<file path="src/rtl/pm_evt_pkg.sv">
package pm_evt_pkg;
   localparam int REG_W    = 16;
   localparam int DATA_W   = 32;
   localparam int LANE_W   = 8;
   localparam int TYP_W    = 3;

   // status event positions (enable uses the same positions)
   localparam int STS_TMR_BIT = 0;
   localparam int STS_GBL_BIT = 5;
   localparam logic [REG_W-1:0] STS_IMPL = 16'h0021;

   // control layout
   localparam int CTL_SCI_BIT = 0;
   localparam int CTL_TYP_LO  = 10;
   localparam int CTL_SLP_BIT = 13;
   localparam logic [REG_W-1:0] CTL_RESET = 16'h0001;
   localparam logic [REG_W-1:0] CTL_WMASK = 16'hDFFF;

   localparam logic [REG_W-1:0] EN_RESET  = 16'h0000;
   localparam logic [REG_W-1:0] EN_WMASK  = 16'hFFFF;

   typedef enum logic [1:0] {
      WSEL_EVT  = 2'd0,
      WSEL_CTL  = 2'd1,
      WSEL_TMR  = 2'd2,
      WSEL_NONE = 2'd3
   } wsel_e;

   typedef struct packed {
      logic [1:0] sts;
      logic [1:0] en;
      logic [1:0] ctl;
   } lane_we_t;
endpackage

</file>
<file path="src/rtl/pm_tick_ctr.sv">
module pm_tick_ctr #(
   parameter int W = 24
) (
   input  logic         clk,
   input  logic         rst_n,
   output logic [W-1:0] count,
   output logic         msb_flip
);
   if (W < 2 || W > 32) begin : g_bad_w
      $error("pm_tick_ctr: W must lie in 2..32");
   end

   always_ff @(posedge clk or negedge rst_n) begin
      if (!rst_n) count <= '0;
      else        count <= count + 1'b1;
   end

   // the top bit changes on the edge where all lower bits wrap
   assign msb_flip = &count[W-2:0];
endmodule

</file>
<file path="src/rtl/pm_bus_decode.sv">
module pm_bus_decode
   import pm_evt_pkg::*;
#(
   parameter int ADDR_W = 2
) (
   input  logic              io_stb,
   input  logic              io_wr,
   input  logic [ADDR_W-1:0] io_addr,
   input  logic [3:0]        io_be,
   output lane_we_t          we,
   output wsel_e             rsel,
   output logic              rd
);
   if (ADDR_W < 2) begin : g_bad_aw
      $error("pm_bus_decode: ADDR_W must be at least 2");
   end

   logic hit;
   if (ADDR_W > 2) begin : g_wide
      assign hit = (io_addr[ADDR_W-1:2] == '0);
   end else begin : g_narrow
      assign hit = 1'b1;
   end

   always_comb begin
      rsel = WSEL_NONE;
      if (hit) begin
         unique case (io_addr[1:0])
            2'd0:    rsel = WSEL_EVT;
            2'd1:    rsel = WSEL_CTL;
            2'd2:    rsel = WSEL_TMR;
            default: rsel = WSEL_NONE;
         endcase
      end
   end

   logic wr_go;
   assign wr_go = io_stb & io_wr;
   assign rd    = io_stb & ~io_wr;

   always_comb begin
      we = '0;
      if (wr_go && rsel == WSEL_EVT) begin
         we.sts = io_be[1:0];
         we.en  = io_be[3:2];
      end
      if (wr_go && rsel == WSEL_CTL) begin
         we.ctl = io_be[1:0];
      end
   end
endmodule

</file>
<file path="src/rtl/pm_lane_reg.sv">
module pm_lane_reg #(
   parameter int              REG_W = 16,
   parameter int              LN_W  = 8,
   parameter logic [REG_W-1:0] RST  = '0,
   parameter logic [REG_W-1:0] WMSK = '1
) (
   input  logic                  clk,
   input  logic                  rst_n,
   input  logic [REG_W/LN_W-1:0] we,
   input  logic [REG_W-1:0]      wd,
   output logic [REG_W-1:0]      q
);
   localparam int LANES = REG_W / LN_W;

   if (LANES * LN_W != REG_W) begin : g_bad_split
      $error("pm_lane_reg: REG_W must be a multiple of LN_W");
   end

   for (genvar l = 0; l < LANES; l++) begin : g_lane
      always_ff @(posedge clk or negedge rst_n) begin
         if (!rst_n)
            q[l*LN_W +: LN_W] <= RST[l*LN_W +: LN_W];
         else if (we[l])
            q[l*LN_W +: LN_W] <= wd[l*LN_W +: LN_W] & WMSK[l*LN_W +: LN_W];
      end
   end
endmodule

</file>
<file path="src/rtl/pm_sts_w1c.sv">
module pm_sts_w1c #(
   parameter int               REG_W = 16,
   parameter int               LN_W  = 8,
   parameter logic [REG_W-1:0] IMPL  = '1
) (
   input  logic                  clk,
   input  logic                  rst_n,
   input  logic [REG_W/LN_W-1:0] we,
   input  logic [REG_W-1:0]      wd,
   input  logic [REG_W-1:0]      set_vec,
   output logic [REG_W-1:0]      q
);
   localparam int LANES = REG_W / LN_W;

   if (LANES * LN_W != REG_W) begin : g_bad_split
      $error("pm_sts_w1c: REG_W must be a multiple of LN_W");
   end

   logic [REG_W-1:0] clr;
   for (genvar l = 0; l < LANES; l++) begin : g_clr
      assign clr[l*LN_W +: LN_W] = we[l] ? wd[l*LN_W +: LN_W] : '0;
   end

   // events win over a clear in the same cycle
   always_ff @(posedge clk or negedge rst_n) begin
      if (!rst_n) q <= '0;
      else        q <= ((q & ~clr) | set_vec) & IMPL;
   end
endmodule

</file>
<file path="src/rtl/pm_evt_regs.sv">
module pm_evt_regs
   import pm_evt_pkg::*;
#(
   parameter int TMR_W  = 24,
   parameter int ADDR_W = 2,
   parameter bit RD_REG = 1'b1
) (
   input  logic              clk,
   input  logic              rst_n,
   input  logic              io_stb,
   input  logic              io_wr,
   input  logic [ADDR_W-1:0] io_addr,
   input  logic [3:0]        io_be,
   input  logic [31:0]       io_wdata,
   output logic [31:0]       io_rdata,
   input  logic              gbl_evt,
   output logic              sci_irq,
   output logic              slp_req,
   output logic [2:0]        slp_typ
);
   localparam int LANES = REG_W / LANE_W;

   if (TMR_W > DATA_W) begin : g_bad_tmr
      $error("pm_evt_regs: TMR_W exceeds the data width");
   end

   lane_we_t we;
   wsel_e    rsel;
   logic     rd;

   pm_bus_decode #(.ADDR_W(ADDR_W)) u_dec (
      .io_stb (io_stb),
      .io_wr  (io_wr),
      .io_addr(io_addr),
      .io_be  (io_be),
      .we     (we),
      .rsel   (rsel),
      .rd     (rd)
   );

   // free-running timer
   logic [TMR_W-1:0] tmr_cnt;
   logic             tmr_flip;

   pm_tick_ctr #(.W(TMR_W)) u_tmr (
      .clk     (clk),
      .rst_n   (rst_n),
      .count   (tmr_cnt),
      .msb_flip(tmr_flip)
   );

   // status: hardware set, software write-one clear
   logic [REG_W-1:0] sts_set, sts_q;
   always_comb begin
      sts_set              = '0;
      sts_set[STS_TMR_BIT] = tmr_flip;
      sts_set[STS_GBL_BIT] = gbl_evt;
   end

   pm_sts_w1c #(.REG_W(REG_W), .LN_W(LANE_W), .IMPL(STS_IMPL)) u_sts (
      .clk    (clk),
      .rst_n  (rst_n),
      .we     (we.sts),
      .wd     (io_wdata[REG_W-1:0]),
      .set_vec(sts_set),
      .q      (sts_q)
   );

   // enable: plain byte-merged register in the upper half of word 0
   logic [REG_W-1:0] en_q;
   pm_lane_reg #(.REG_W(REG_W), .LN_W(LANE_W), .RST(EN_RESET), .WMSK(EN_WMASK)) u_en (
      .clk  (clk),
      .rst_n(rst_n),
      .we   (we.en[LANES-1:0]),
      .wd   (io_wdata[DATA_W-1:REG_W]),
      .q    (en_q)
   );

   // control: byte-merged, trigger bit never stored
   logic [REG_W-1:0] ctrl_q;
   pm_lane_reg #(.REG_W(REG_W), .LN_W(LANE_W), .RST(CTL_RESET), .WMSK(CTL_WMASK)) u_ctl (
      .clk  (clk),
      .rst_n(rst_n),
      .we   (we.ctl[LANES-1:0]),
      .wd   (io_wdata[REG_W-1:0]),
      .q    (ctrl_q)
   );

   // sleep trigger: the type travels with the write that fires it
   localparam int SLP_LANE = CTL_SLP_BIT / LANE_W;
   logic slp_go;
   assign slp_go = we.ctl[SLP_LANE] & io_wdata[CTL_SLP_BIT];

   always_ff @(posedge clk or negedge rst_n) begin
      if (!rst_n) begin
         slp_req <= 1'b0;
         slp_typ <= '0;
      end else begin
         slp_req <= slp_go;
         if (slp_go) slp_typ <= io_wdata[CTL_TYP_LO +: TYP_W];
      end
   end

   // interrupt
   assign sci_irq = ctrl_q[CTL_SCI_BIT] & (|(sts_q & en_q));

   // read path
   logic [DATA_W-1:0] rword;
   always_comb begin
      unique case (rsel)
         WSEL_EVT: rword = {en_q, sts_q};
         WSEL_CTL: rword = {{(DATA_W-REG_W){1'b0}}, ctrl_q};
         WSEL_TMR: rword = DATA_W'(tmr_cnt);
         default:  rword = '0;
      endcase
   end

   if (RD_REG) begin : g_rd_reg
      always_ff @(posedge clk or negedge rst_n) begin
         if (!rst_n)  io_rdata <= '0;
         else if (rd) io_rdata <= rword;
      end
   end else begin : g_rd_comb
      assign io_rdata = rword;
   end
endmodule

</file>
<file path="config.mk">
export PLATFORM = sky130hd
export DESIGN_NAME = pm_evt_regs
export DESIGN_NICKNAME = d
export VERILOG_FILES = /design/src/rtl/pm_evt_pkg.sv /design/src/rtl/pm_tick_ctr.sv /design/src/rtl/pm_bus_decode.sv /design/src/rtl/pm_lane_reg.sv /design/src/rtl/pm_sts_w1c.sv /design/src/rtl/pm_evt_regs.sv
export SDC_FILE = /design/constraint.sdc
export NUM_CORES = 1
export LEC_CHECK = 0
export BUFFER_PORTS_ARGS = -buffer_cell sky130_fd_sc_hd__buf_2
export CAP_MARGIN = 40
export CORE_MARGIN = 10
export CORE_UTILIZATION = 47
export DETAILED_ROUTE_END_ITERATION = 10
export PLACE_DENSITY = 0.69
export SYNTH_ARGS = -nofsm -noshare
export SYNTH_HDL_FRONTEND = slang
export SYNTH_HIERARCHICAL = 1
export SYNTH_SLANG_ARGS = --single-unit
</file>
<file path="constraint.sdc">
create_clock -name clk -period 2.9 [get_ports clk]
set_input_delay 0.58 -clock clk [delete_from_list [all_inputs] [get_ports clk]]
set_output_delay 0.58 -clock clk [all_outputs]
set_load 0.1 [all_outputs]
</file>
==> results.json <==
{
  "gp_congestion": 0.822,
  "crit_path_end_kind": "primary output",
  "path_class": "flip-flop to primary output",
  "r2r-end": "u_tmr/count[23]$_DFF_PN0_",
  "ys_warn_count": 6,
  "die_y_um": 118,
  "cellPowerDensity_nw_per_um2": 698,
  "antennaDiodeCount": 0,
  "cts-htree-levels": 3,
  "vias": 2995,
  "drive_gt1_share_pct": 34.3,
  "comb_power_share_pct": 28.0,
  "maxCapViolCount": 0,
  "tightest_slew_ps": 889,
  "io_pins": 80,
  "max-slew-margin-rel_pct": 40.2,
  "required_ps": 2320,
  "coreArea_um2": 9330,
  "timing.fmax_mhz": 459,
  "crit_chain": "a22oi_1 -> nand3_1 -> o21a_1 -> buf_2",
  "antenna_found_initial": 0,
  "ir_worst_vdd_mv": 0.452,
  "cts_resized": 0,
  "hp-class": "input pin to asynchronous set/reset pin",
  "synthCells": 389,
  "p_seq_share_pct": 43.7,
  "initial_core_util_pct": 48.7,
  "synth.avg_cell_area_um2": 11.7,
  "die_area_um2": 14000,
  "finalSetupViolCount": 0,
  "slowest_delay_ps": 420,
  "status": "complete, no violations",
  "clock_path_buffers": 2,
  "drv_slew": 0,
  "hold_viol": 0,
  "r2r-start": "u_tmr/count[2]$_DFF_PN0_",
  "p_clk_share_pct": 28.3,
  "n_fill_cell": 830,
  "cp_top_family": "compound AO/OA/AOI/OAI gates",
  "p_leak_nw": 2.47,
  "grt_pass1_wl_um": 16500,
  "fin_tns_setup_ps": 0,
  "cts_inserted_buffers": 9,
  "fin_crit_sh_pct": 75.1,
  "cts_root_buffer": "clkbuf_8",
  "cts_setup_buffers": 0,
  "whs_ps": 195,
  "internal_power_w": 0.00234,
  "swShare_pct": 35.2,
  "finalWirelength_um": 10100,
  "wl_per_cell_um": 16.9,
  "placement.io_buffers": 79,
  "syn-cell-area_um2": 4540,
  "slowest_stage": "dfrtp_1",
  "start_kind": "flip-flop",
  "cts.reportedPaths.clkPinSlew_ps": 80,
  "rsz0062_at_grt": "no",
  "path_buf_inv": 1,
  "grt_pass1_vias": 3164,
  "clkLatencyLatePin_ps": 360,
  "ant_nets": 0,
  "grt_max_degree": 52,
  "cts_tree": "built",
  "critPathMaxFanout": 3,
  "p_sw_w": 0.00127,
  "num_rows": 35,
  "first_pass_iters": 4,
  "grt_overflow": 0,
  "period_needed_ps": 2180,
  "grtUsageTotal_pct": 14.5,
  "viasPerCell": 5.03,
  "hpwl_um": 7850,
  "areaGrowthSynthToFinish_pct": 14.0,
  "ff2ff_setup_slack_ps": 930,
  "drtIter0Drc": 136,
  "ctsHoldBuffers": 0,
  "arrival_ps": 1600,
  "drc_errors": 0,
  "fp.dieW_um": 118,
  "fin_skew_ps": 7.95,
  "crit_cells": 4,
  "reg2regPathDepth": 4,
  "layout.nets": 508,
  "cts.sinks": 93
}
[flip-flops by register name, summed over array words and instances, names as in the netlist]
signal,flops
io_rdata,32
u_tmr/count,24
u_en/q,16
u_ctl/q,15
slp_typ,3
u_sts/q,2
slp_req,1
[metal layers]
metal	routed length [µm]	up-vias	GRT usage [%]
met5	0	-	0
met1	4710	1448	18.5
li1	-	1467	-
met4	84	0	3.32
met3	552	9	4.71
met2	4740	71	23.3
[worst max-delay path by stage]
stage | to | start | slack, ps
after global placement | u_en/q[4]$_DFFE_PN0P_ | io_addr[0] | 990
final | sci_irq | u_sts/q[0]$_DFF_PN0_ | 720
after detailed placement | u_en/q[0]$_DFFE_PN0P_ | io_addr[0] | 950
after floorplan | sci_irq | u_ctl/q[0]$_DFFE_PN1P_ | 1070
after CTS | sci_irq | u_sts/q[0]$_DFF_PN0_ | 710
after global routing | sci_irq | u_sts/q[0]$_DFF_PN0_ | 620
[cells in the final DEF (no fill, tap or decap), types with 2 or more instances in the layout]
cell type,n
a21o_1,2
a21oi_1,12
a21oi_2,20
a221oi_1,2
a22o_1,2
a22oi_1,4
and3_1,2
and4_1,3
buf_2,78
buf_4,7
bufinv_16,3
clkbuf_8,10
conb_1,15
dfrtp_1,92
inv_1,21
mux2_2,3
mux2_4,31
mux2i_1,24
nand2_1,11
nand2b_1,2
nand3_1,21
nand4_1,8
nor2_1,39
nor3_1,3
nor4_2,2
o21ai_0,7
o22ai_1,8
xnor2_1,16
xor2_1,6
[final cells by class]
cell class	count	area, µm²	area share [%]
clock buffers	10	138	2.66
clock inverters	4	97.6	1.89
inverters	21	78.8	1.52
multi-input cells	253	1910	36.9
flip-flops and latches	93	2330	45.0
well taps	129	161	3.12
repair buffers	86	463	8.95
[power groups by stage]
stage / clock network, W / logic, W / registers, W
after floorplan: 0 / 0.000387 / 0.00202
after global placement: 0 / 0.00100 / 0.00160
after detailed placement: 0 / 0.00102 / 0.00160
after CTS: 0.00104 / 0.00102 / 0.00158
after global routing: 0.00109 / 0.00107 / 0.00160
final: 0.00102 / 0.00101 / 0.00158
[through the flow]
| stage | power, W | cell area (µm²) | utilization, % | setup WS [ps] | cells |
|---|---|---|---|---|---|
| 2_1_floorplan | 0.00241 | 4590 | - | 1070 | 402 |
| 3_3_place_gp | 0.00260 | 4940 | 53.0 | 989 | 582 |
| 3_5_place_dp | 0.00262 | 4940 | 53.0 | 948 | 582 |
| 4_1_cts | 0.00364 | 5170 | 55.5 | 714 | 596 |
| 5_1_grt | 0.00377 | 5170 | 55.5 | 623 | 596 |
| 6_report | 0.00361 | 5170 | 55.5 | 723 | 596 |
[worst register-to-register path, delay by kind of cell, from the launching register on]
family / cells / cell delay (ps)
flops: 1 / 450
xor+xnor: 1 / 190
simple gates: 3 / 1220
(Power assumes the default switching activity.)
